[src/rtl/fb_desc_fetch.sv]
module fb_desc_fetch #(
  parameter int BURST  = 16,
  parameter int CW     = 24,
  parameter int FREE_W = 8,
  localparam int LW    = $clog2(BURST + 1)
) (
  input  logic              clk,
  input  logic              rst_n,
  input  logic              enable,
  input  logic              start_we,
  input  logic [31:0]       start_addr,
  output logic              mem_req_valid,
  input  logic              mem_req_ready,
  output logic [31:0]       mem_req_addr,
  output logic [LW-1:0]     mem_req_len,
  input  logic              mem_rsp_valid,
  input  logic [31:0]       mem_rsp_data,
  output logic              fifo_wr,
  output logic [31:0]       fifo_data,
  input  logic [FREE_W-1:0] fifo_free,
  input  logic              eof,
  output logic [31:0]       cur_id
);

  typedef enum logic [2:0] {S_IDLE, S_DREQ, S_DRSP, S_DATA, S_BRSP, S_WAIT} st_t;

  st_t           st;
  logic [31:0]   start_r, desc_a, next_a, ptr, id_tmp;
  logic [CW-1:0] left;
  logic [LW-1:0] beat, cur_len, blen;
  logic          room;

  assign room          = fifo_free >= FREE_W'(BURST);
  assign blen          = (left >= CW'(BURST)) ? LW'(BURST) : LW'(left);
  assign mem_req_valid = (st == S_DREQ) || (st == S_DATA && room);
  assign mem_req_addr  = (st == S_DREQ) ? desc_a : ptr;
  assign mem_req_len   = (st == S_DREQ) ? LW'(4) : blen;
  assign fifo_wr       = (st == S_BRSP) && mem_rsp_valid;
  assign fifo_data     = mem_rsp_data;

  always_ff @(posedge clk) begin
    if (!rst_n) begin
      st      <= S_IDLE;
      start_r <= '0;
      desc_a  <= '0;
      next_a  <= '0;
      ptr     <= '0;
      id_tmp  <= '0;
      cur_id  <= '0;
      left    <= '0;
      beat    <= '0;
      cur_len <= '0;
    end else begin
      if (start_we) start_r <= start_addr;
      unique case (st)
        S_IDLE: if (enable) begin
          desc_a <= start_r;
          st     <= S_DREQ;
        end
        S_DREQ: if (mem_req_ready) begin
          beat <= '0;
          st   <= S_DRSP;
        end
        S_DRSP: if (mem_rsp_valid) begin
          beat <= beat + LW'(1);
          case (beat[1:0])
            2'd0: next_a <= mem_rsp_data;
            2'd1: ptr    <= mem_rsp_data;
            2'd2: id_tmp <= mem_rsp_data;
            default: begin
              left   <= mem_rsp_data[CW-1:0];
              cur_id <= id_tmp;
              st     <= (mem_rsp_data[CW-1:0] == '0) ? S_WAIT : S_DATA;
            end
          endcase
        end
        S_DATA: if (mem_req_valid && mem_req_ready) begin
          beat    <= '0;
          cur_len <= blen;
          st      <= S_BRSP;
        end
        S_BRSP: if (mem_rsp_valid) begin
          beat <= beat + LW'(1);
          ptr  <= ptr + 32'd4;
          left <= left - CW'(1);
          if (beat == cur_len - LW'(1))
            st <= (left == CW'(1)) ? S_WAIT : S_DATA;
        end
        S_WAIT: if (eof) begin
          if (enable) begin
            desc_a <= next_a;
            st     <= S_DREQ;
          end else begin
            st <= S_IDLE;
          end
        end
        default: st <= S_IDLE;
      endcase
    end
  end

  p_req_hold_r7: assert property (@(posedge clk) disable iff (!rst_n)
    mem_req_valid && !mem_req_ready |=>
      mem_req_valid && $stable(mem_req_addr) && $stable(mem_req_len));

  p_len_range_r5: assert property (@(posedge clk) disable iff (!rst_n)
    mem_req_valid |-> (mem_req_len != '0) && (mem_req_len <= LW'(BURST)));

  p_desc_after_eof_r8: assert property (@(posedge clk) disable iff (!rst_n)
    (st == S_DREQ) && $past(st == S_WAIT) |-> $past(eof));

  p_id_update_r10: assert property (@(posedge clk) disable iff (!rst_n)
    !$stable(cur_id) |-> $past(st == S_DRSP && mem_rsp_valid));

  p_done_empty_r4: assert property (@(posedge clk) disable iff (!rst_n)
    (st == S_WAIT) |-> (left == '0));

  p_room_r6: assert property (@(posedge clk) disable iff (!rst_n)
    (st == S_BRSP) && $past(st == S_DATA) |-> $past(fifo_free >= FREE_W'(BURST)));

endmodule

[config.mk]
export PLATFORM = sky130hd
export DESIGN_NAME = fb_desc_fetch
export DESIGN_NICKNAME = d
export VERILOG_FILES = /design/src/rtl/fb_desc_fetch.sv
export SDC_FILE = /design/constraint.sdc
export NUM_CORES = 1
export LEC_CHECK = 0
export ABC_AREA = 1
export BUFFER_PORTS_ARGS = -buffer_cell sky130_fd_sc_hd__buf_4
export CORE_ASPECT_RATIO = 0.7
export CORE_MARGIN = 4
export CORE_UTILIZATION = 43
export CTS_CLUSTER_DIAMETER = 60
export DETAILED_ROUTE_END_ITERATION = 16
export GPL_TIMING_DRIVEN = 1
export PLACE_DENSITY = 0.7
export SLEW_MARGIN = 10
export SYNTH_ARGS = -nofsm -noshare
export SYNTH_HDL_FRONTEND = slang
export SYNTH_SLANG_ARGS = --single-unit
[constraint.sdc]
create_clock -name clk -period 1.7 [get_ports clk]
set_input_delay 0.085 -clock clk [delete_from_list [all_inputs] [get_ports clk]]
set_output_delay 0.085 -clock clk [all_outputs]
set_load 0.02 [all_outputs]
; Yosys cells after proc, flatten, opt, wreduce, memory -nomap -nowiden
; Cells that the tools add are included.
[word_totals]
register_bits = 229
output_inout_bits = 103
elab_cells = 89
[classes]
addsub = 4
n_lt_le_gt_ge = 2
eq_ne = 20
mux = 31
bitwise_logic = 1
reduce_logical = 21
[ops]
columns = cell, n
row1 = two-way mux 32 bit, 7
row2 = one-hot mux 32 bit (2 select lines), 2
row3 = two-way mux 24 bit, 3
row4 = one-hot mux 24 bit (2 select lines), 1
row5 = adder 32 x 3 -> 32 bit (second input constant), 1
row6 = two-way mux 3 bit, 10
row7 = two-way mux 5 bit, 5
row8 = equality test 24 x 1 -> 1 bit (second input constant), 1
row9 = >= comparator 24 x 5 -> 1 bit (second input constant), 1
row10 = logical NOT 24 bit, 1
row11 = subtractor 24 x 1 -> 24 bit (second input constant), 1
row12 = one-hot mux 3 bit (6 select lines), 1
row13 = != test 2 bit (second input constant), 8
row14 = AND reduction 4 bit, 4
row15 = one-hot mux 5 bit (3 select lines), 1
row16 = AND reduction 3 bit, 3
row17 = >= comparator 8 x 5 -> 1 bit (second input constant), 1
row18 = AND reduction 8 bit, 1
row19 = equality test 3 x 2 -> 1 bit (second input constant), 2
row20 = equality test 3 bit (second input constant), 2
row21 = != test 2 x 1 -> 1 bit (second input constant), 3
row22 = adder 5 x 1 -> 5 bit (second input constant), 1
row23 = equality test 5 bit, 1
row24 = subtractor 5 x 1 -> 5 bit (second input constant), 1
row25 = other kinds (14), 17

; Depth between registers and ports, before layout
[depth]
depth_word = 6
depth_mapped = 14

; Worst setup path after synthesis
; OpenSTA, ideal clock, no wires.
[synth_timing]
path_type = register to output
startpoint = register left[8]
endpoint = output mem_req_len[2]
arrival_time_ns = 1.512
setup_slack_ns = 0.103
stages_incl_launch_ff = 8
path_buffers = 0
cell_sequence = dfxtp_1 > nor2_1 > nand2_1 > inv_1 > nand2_1 > nor2_1 > nand2_1 > o21ai_0
[synth_between]
elab_chain_len = 3
[synth_rtl]
columns = item, line
row1 = from (decl), 29  ; logic [CW-1:0] left;
row2 = from (signal assigned), 71  ; left <= mem_rsp_data[CW-1:0];
row3 = from (signal assigned), 85  ; left <= left - CW'(1);
row4 = >= comparator 24 x 5 -> 1 bit, 34  ; assign blen = (left >= CW'(BURST)) ? LW'(BURST) : LW'(left);
row5 = two-way mux 5 bit, 34
row6 = two-way mux 5 bit, 37  ; assign mem_req_len = (st == S_DREQ) ? LW'(4) : blen;
row7 = to (decl), 15  ; output logic [LW-1:0] mem_req_len,
; Every way passes these cells.

; Worst setup path in the final report
[layout_timing]
startpoint = register st[1]
endpoint = output mem_req_addr[18]
[layout_between]
elab_chain_len = 2
[layout_rtl]
columns = item, line
row1 = from (decl), 27  ; st_t st;
row2 = from (signal assigned), 73  ; st <= (mem_rsp_data[CW-1:0] == '0) ? S_WAIT : S_DATA;
row3 = from (signal assigned), 87  ; st <= (left == CW'(1)) ? S_WAIT : S_DATA;
row4 = equality test 3 x 1 -> 1 bit, 36  ; assign mem_req_addr = (st == S_DREQ) ? desc_a : ptr;
row5 = two-way mux 32 bit, 36
row6 = to (decl), 14  ; output logic [31:0] mem_req_addr,
; Every way passes these cells.

==> key figures <==
STA
  • Fin crit period: 2030 ps
  • Finish-stage setup viols: 97
  • Hold Worst Slack: -16.4 ps
  • RSZ-0062 raised after global routing: yes
  • Final Hold Viols: 1
  • F_max: 492 MHz
  • Slew Limit Fails: 0
  • Relative slew slack: 0.380
  • Final Skew: 8.34 ps
  • TNS Setup: -17790 ps
  • Setup ws final: -333 ps
  • Period Utilization, post-route: 1.20
  • Actual slew at the worst max-slew pin: 928 ps

Critical path
  • Worst path max stage delay: 330 ps
  • Crit path cell chain: buf_6, inv_4, nand2_4, nor2_4, buf_12, buf_8, buf_8, buf_16, nand2_4, nand2_2, buf_6
  • CP Launch Type: flip-flop
  • Setup slack, reg-to-reg: -260 ps
  • Worst Setup End Kind: primary output
  • Crit Path Category: flip-flop to primary output
  • Critical path arrival: 1950 ps
  • CP required: 1620 ps
  • Critical Path Fanout Max: 6
  • Worst path slowest cell: dfxtp_2

Synthesis
  • Area contributors post-synth: dfxtp_1 41%, o21ai_0 11%, nor2_1 10%
  • Area of the mapped netlist: 0.0111 sq mm
  • Mean Syn Cell Area: 6.77 sq um
  • Yosys warns: 0
  • Top cell type's share of synthesized area: 0.414
  • Syn Nets: 1725
  • Number of synthesized register bits: 229
  • Netlist cell types: 33
  • Mapped Cells: 1637
  • Dominant cell type by area after synthesis: dfxtp_1
  • Sequential fraction of the synthesis area: 0.414

Placement
  • Place WS: -17.2 ps
  • Routability Congestion: 0.984
  • DP Wirelength: 26700 microns
  • Count of input and output buffers: 177

Global route
  • Congestion Overflow GR: 0
  • Vias in the first global route: 11451
  • GR Util met3: 0.0532
  • Global Route met1 Usage: 0.394
  • Global Route Usage Sum: 0.266
  • Largest net degree at the start of global routing: 65
  • Initial antenna violation count: 0
  • First-pass GRT wire length: 61200 microns
  • Met2 global-route usage: 0.401
  • Global route hottest layer: met2

Run
  • MaxCap Viol Count: 0

CTS
  • Clock sinks: 229
  • Clock-pin slew on the worst setup and hold paths: 70 ps
  • Clock Tree Buf Depth: 3
  • CTS tree: built
  • H-tree depth: 1
  • Worst skew pair latency: 510 ps
  • CTS root buf: clkbuf_16
  • TritonCTS buffer count: 23

Detailed routing
  • Vias/cell: 5.63
  • Final WL: 42900 microns
  • Post-route ant nets: 0
  • Via count: 12697
  • Drt initial violations: 1448
  • Routed wire per std cell: 19.0 microns
  • DRC Markers: 0
  • First-pass DRT Iterations: 6

Floorplan
  • Io pins: 182
  • Die Width: 200 microns
  • Row count: 48
  • Initial core utilization: 0.444
  • DIE HEIGHT: 142 microns
  • Die ar.: 0.0284 sq mm
  • Core area: 0.0250 sq mm

Power and ir drop
  • Leakage power: 7.05 nW
  • Sw Share: 0.390
  • Max VDD drop: 0.635 mV
  • Logic pwr share: 0.472
  • PD cells: 1460 mW/mm^2
  • Internal: 0.0142 W
  • Psw: 0.00906 W
  • Clock Power Share: 0.230
  • Sequential share of power: 0.298

Finish
  • Area Overhead vs Synth: 44.0%
  • Layout cells sized above 1: 0.272
  • ANT cells: 0
  • NumNets Final: 2006

Status
  • Outcome: finished with violations
  • Violated checks: hold timing, setup timing

Worst hold path
  • Tightest Hold Check Type: input pin to flip-flop
[power groups by stage]
stage / sequential [W] / clock (W) / combinational, W
2_1_floorplan: 0.00671 / 0 / 0.00481
3_3_place_gp: 0.00682 / 0 / 0.00732
3_5_place_dp: 0.00684 / 0 / 0.00741
4_1_cts: 0.00682 / 0.00538 / 0.00954
5_1_grt: 0.00701 / 0.00557 / 0.0118
6_report: 0.00693 / 0.00534 / 0.0110
[per-layer routing]
layer	share of wire	wire [microns]	up-vias
li1	-	-	5941
met1	0.42	18200	5949
met2	0.43	18200	709
met3	0.12	5220	98
met4	0.030	1290	0
met5	0	0	-
[synthesized netlist by cell type]
master    instances
nor2_1          309
nand2_1         286
o21ai_0         241
dfxtp_1         229
inv_1           108
a21oi_1         107
clkbuf_1         68
nand3_1          52
a31oi_1          49
nand4_1          44
buf_4            34
buf_2            23
nor3_1           15
o21ai_1          15
xor2_1           12
xnor2_1          11
ha_1              9
inv_2             5
a211oi_1          3
nand3_2           2
nor2_2            2
o21a_1            2
a211oi_4          1
and2_1            1
buf_1             1
nand2_2           1
nand3b_1          1
nor2_4            1
o211ai_1          1
o211ai_2          1
o21ai_2           1
o21bai_1          1
o22ai_1           1
[stage by stage]
step | instance area (sq um) | utilization | hold slack, ps | cells | power, W
final | 16000 | 0.639 | -16.4 | 2257 | 0.0233
after global routing | 16000 | 0.639 | 0.350 | 2257 | 0.0244
after CTS | 15200 | 0.609 | 0.657 | 2240 | 0.0217
after detailed placement | 13000 | 0.521 | 313 | 2104 | 0.0142
after global placement | 13000 | 0.521 | 312 | 2104 | 0.0141
after floorplan | 11100 | - | 220 | 1637 | 0.0115
[cell families (layout without fill, tap and decap cells)]
family	after synthesis	after routing	share of synthesized area
flip-flops	229	229	0.414
XOR/XNOR	23	23	0.0182
AO/OA/AOI/OAI	423	423	0.201
AND/OR/NAND/NOR	714	714	0.262
adder cells (fa/ha/maj)	9	9	0.0102
buffers and inverters	239	534	0.0951
[cell usage in the layout, fill, tap and decap left out, types with 3 or more instances in the layout]
cell,netlist,layout
a21oi_1,107,104
a21oi_2,0,3
a31oi_1,49,49
buf_12,0,14
buf_16,0,6
buf_4,34,250
buf_6,0,44
buf_8,0,3
bufinv_16,0,3
clkbuf_1,68,3
clkbuf_16,0,31
clkbuf_8,0,6
clkinv_2,0,3
dfxtp_1,229,208
dfxtp_2,0,16
dfxtp_4,0,5
dlygate4sd3_1,0,57
ha_1,9,7
inv_1,108,96
inv_2,5,10
inv_4,0,4
nand2_1,286,229
nand2_2,1,34
nand2_4,0,24
nand3_1,52,50
nand4_1,44,44
nor2_1,309,290
nor2_2,2,10
nor2_4,1,12
nor3_1,15,8
nor3_2,0,6
o21ai_0,241,206
o21ai_1,15,25
o21ai_2,1,19
o21ai_4,0,7
xnor2_1,11,11
xor2_1,12,12
[path summary, 6_finish.rpt]
check,startpoint,endpoint,cells after the start
setup / recovery,st[1]$_SDFFE_PN0P_,mem_req_addr[18],11
hold / removal,mem_req_ready,cur_len[4]$_SDFFE_PN0P_,3
setup reg to reg,st[1]$_SDFFE_PN0P_,desc_a[12]$_SDFFE_PN0P_,10
hold reg to reg,start_r[23]$_SDFFE_PN0P_,desc_a[23]$_SDFFE_PN0P_,2
[layout make-up]
class / instances / area (sq um)
clock inverters: 7 / 113
inverters: 113 / 448
well taps: 325 / 407
multi-input cells: 1169 / 6070
flip-flops and latches: 229 / 4620
fillers: 2132 / 9020
repair buffers: 382 / 3630
clock buffers: 32 / 669
[worst max-delay path, delay by kind of cell, from the launching register on]
kind          cells  cell delay (ps)
simple gates      4              270
flops             1              330
buf+inv           7              810
[sequential cells by signal (all words and copies together) (netlist names)]
name / cells
cur_id: 32
st: 3
id_tmp: 32
cur_len: 5
start_r: 32
desc_a: 32
next_a: 32
beat: 5
left: 24
ptr: 32
[repair_timing]
item	4_1_cts	5_1_grt
pin swaps	14	17
gates resized for setup	174	134
endpoints found under the setup margin	44	226
hold endpoints to repair	97	0
buffers inserted	35	13
hold buffers	57	0
cloned	5	10
Power figures use the tool's default switching activity.
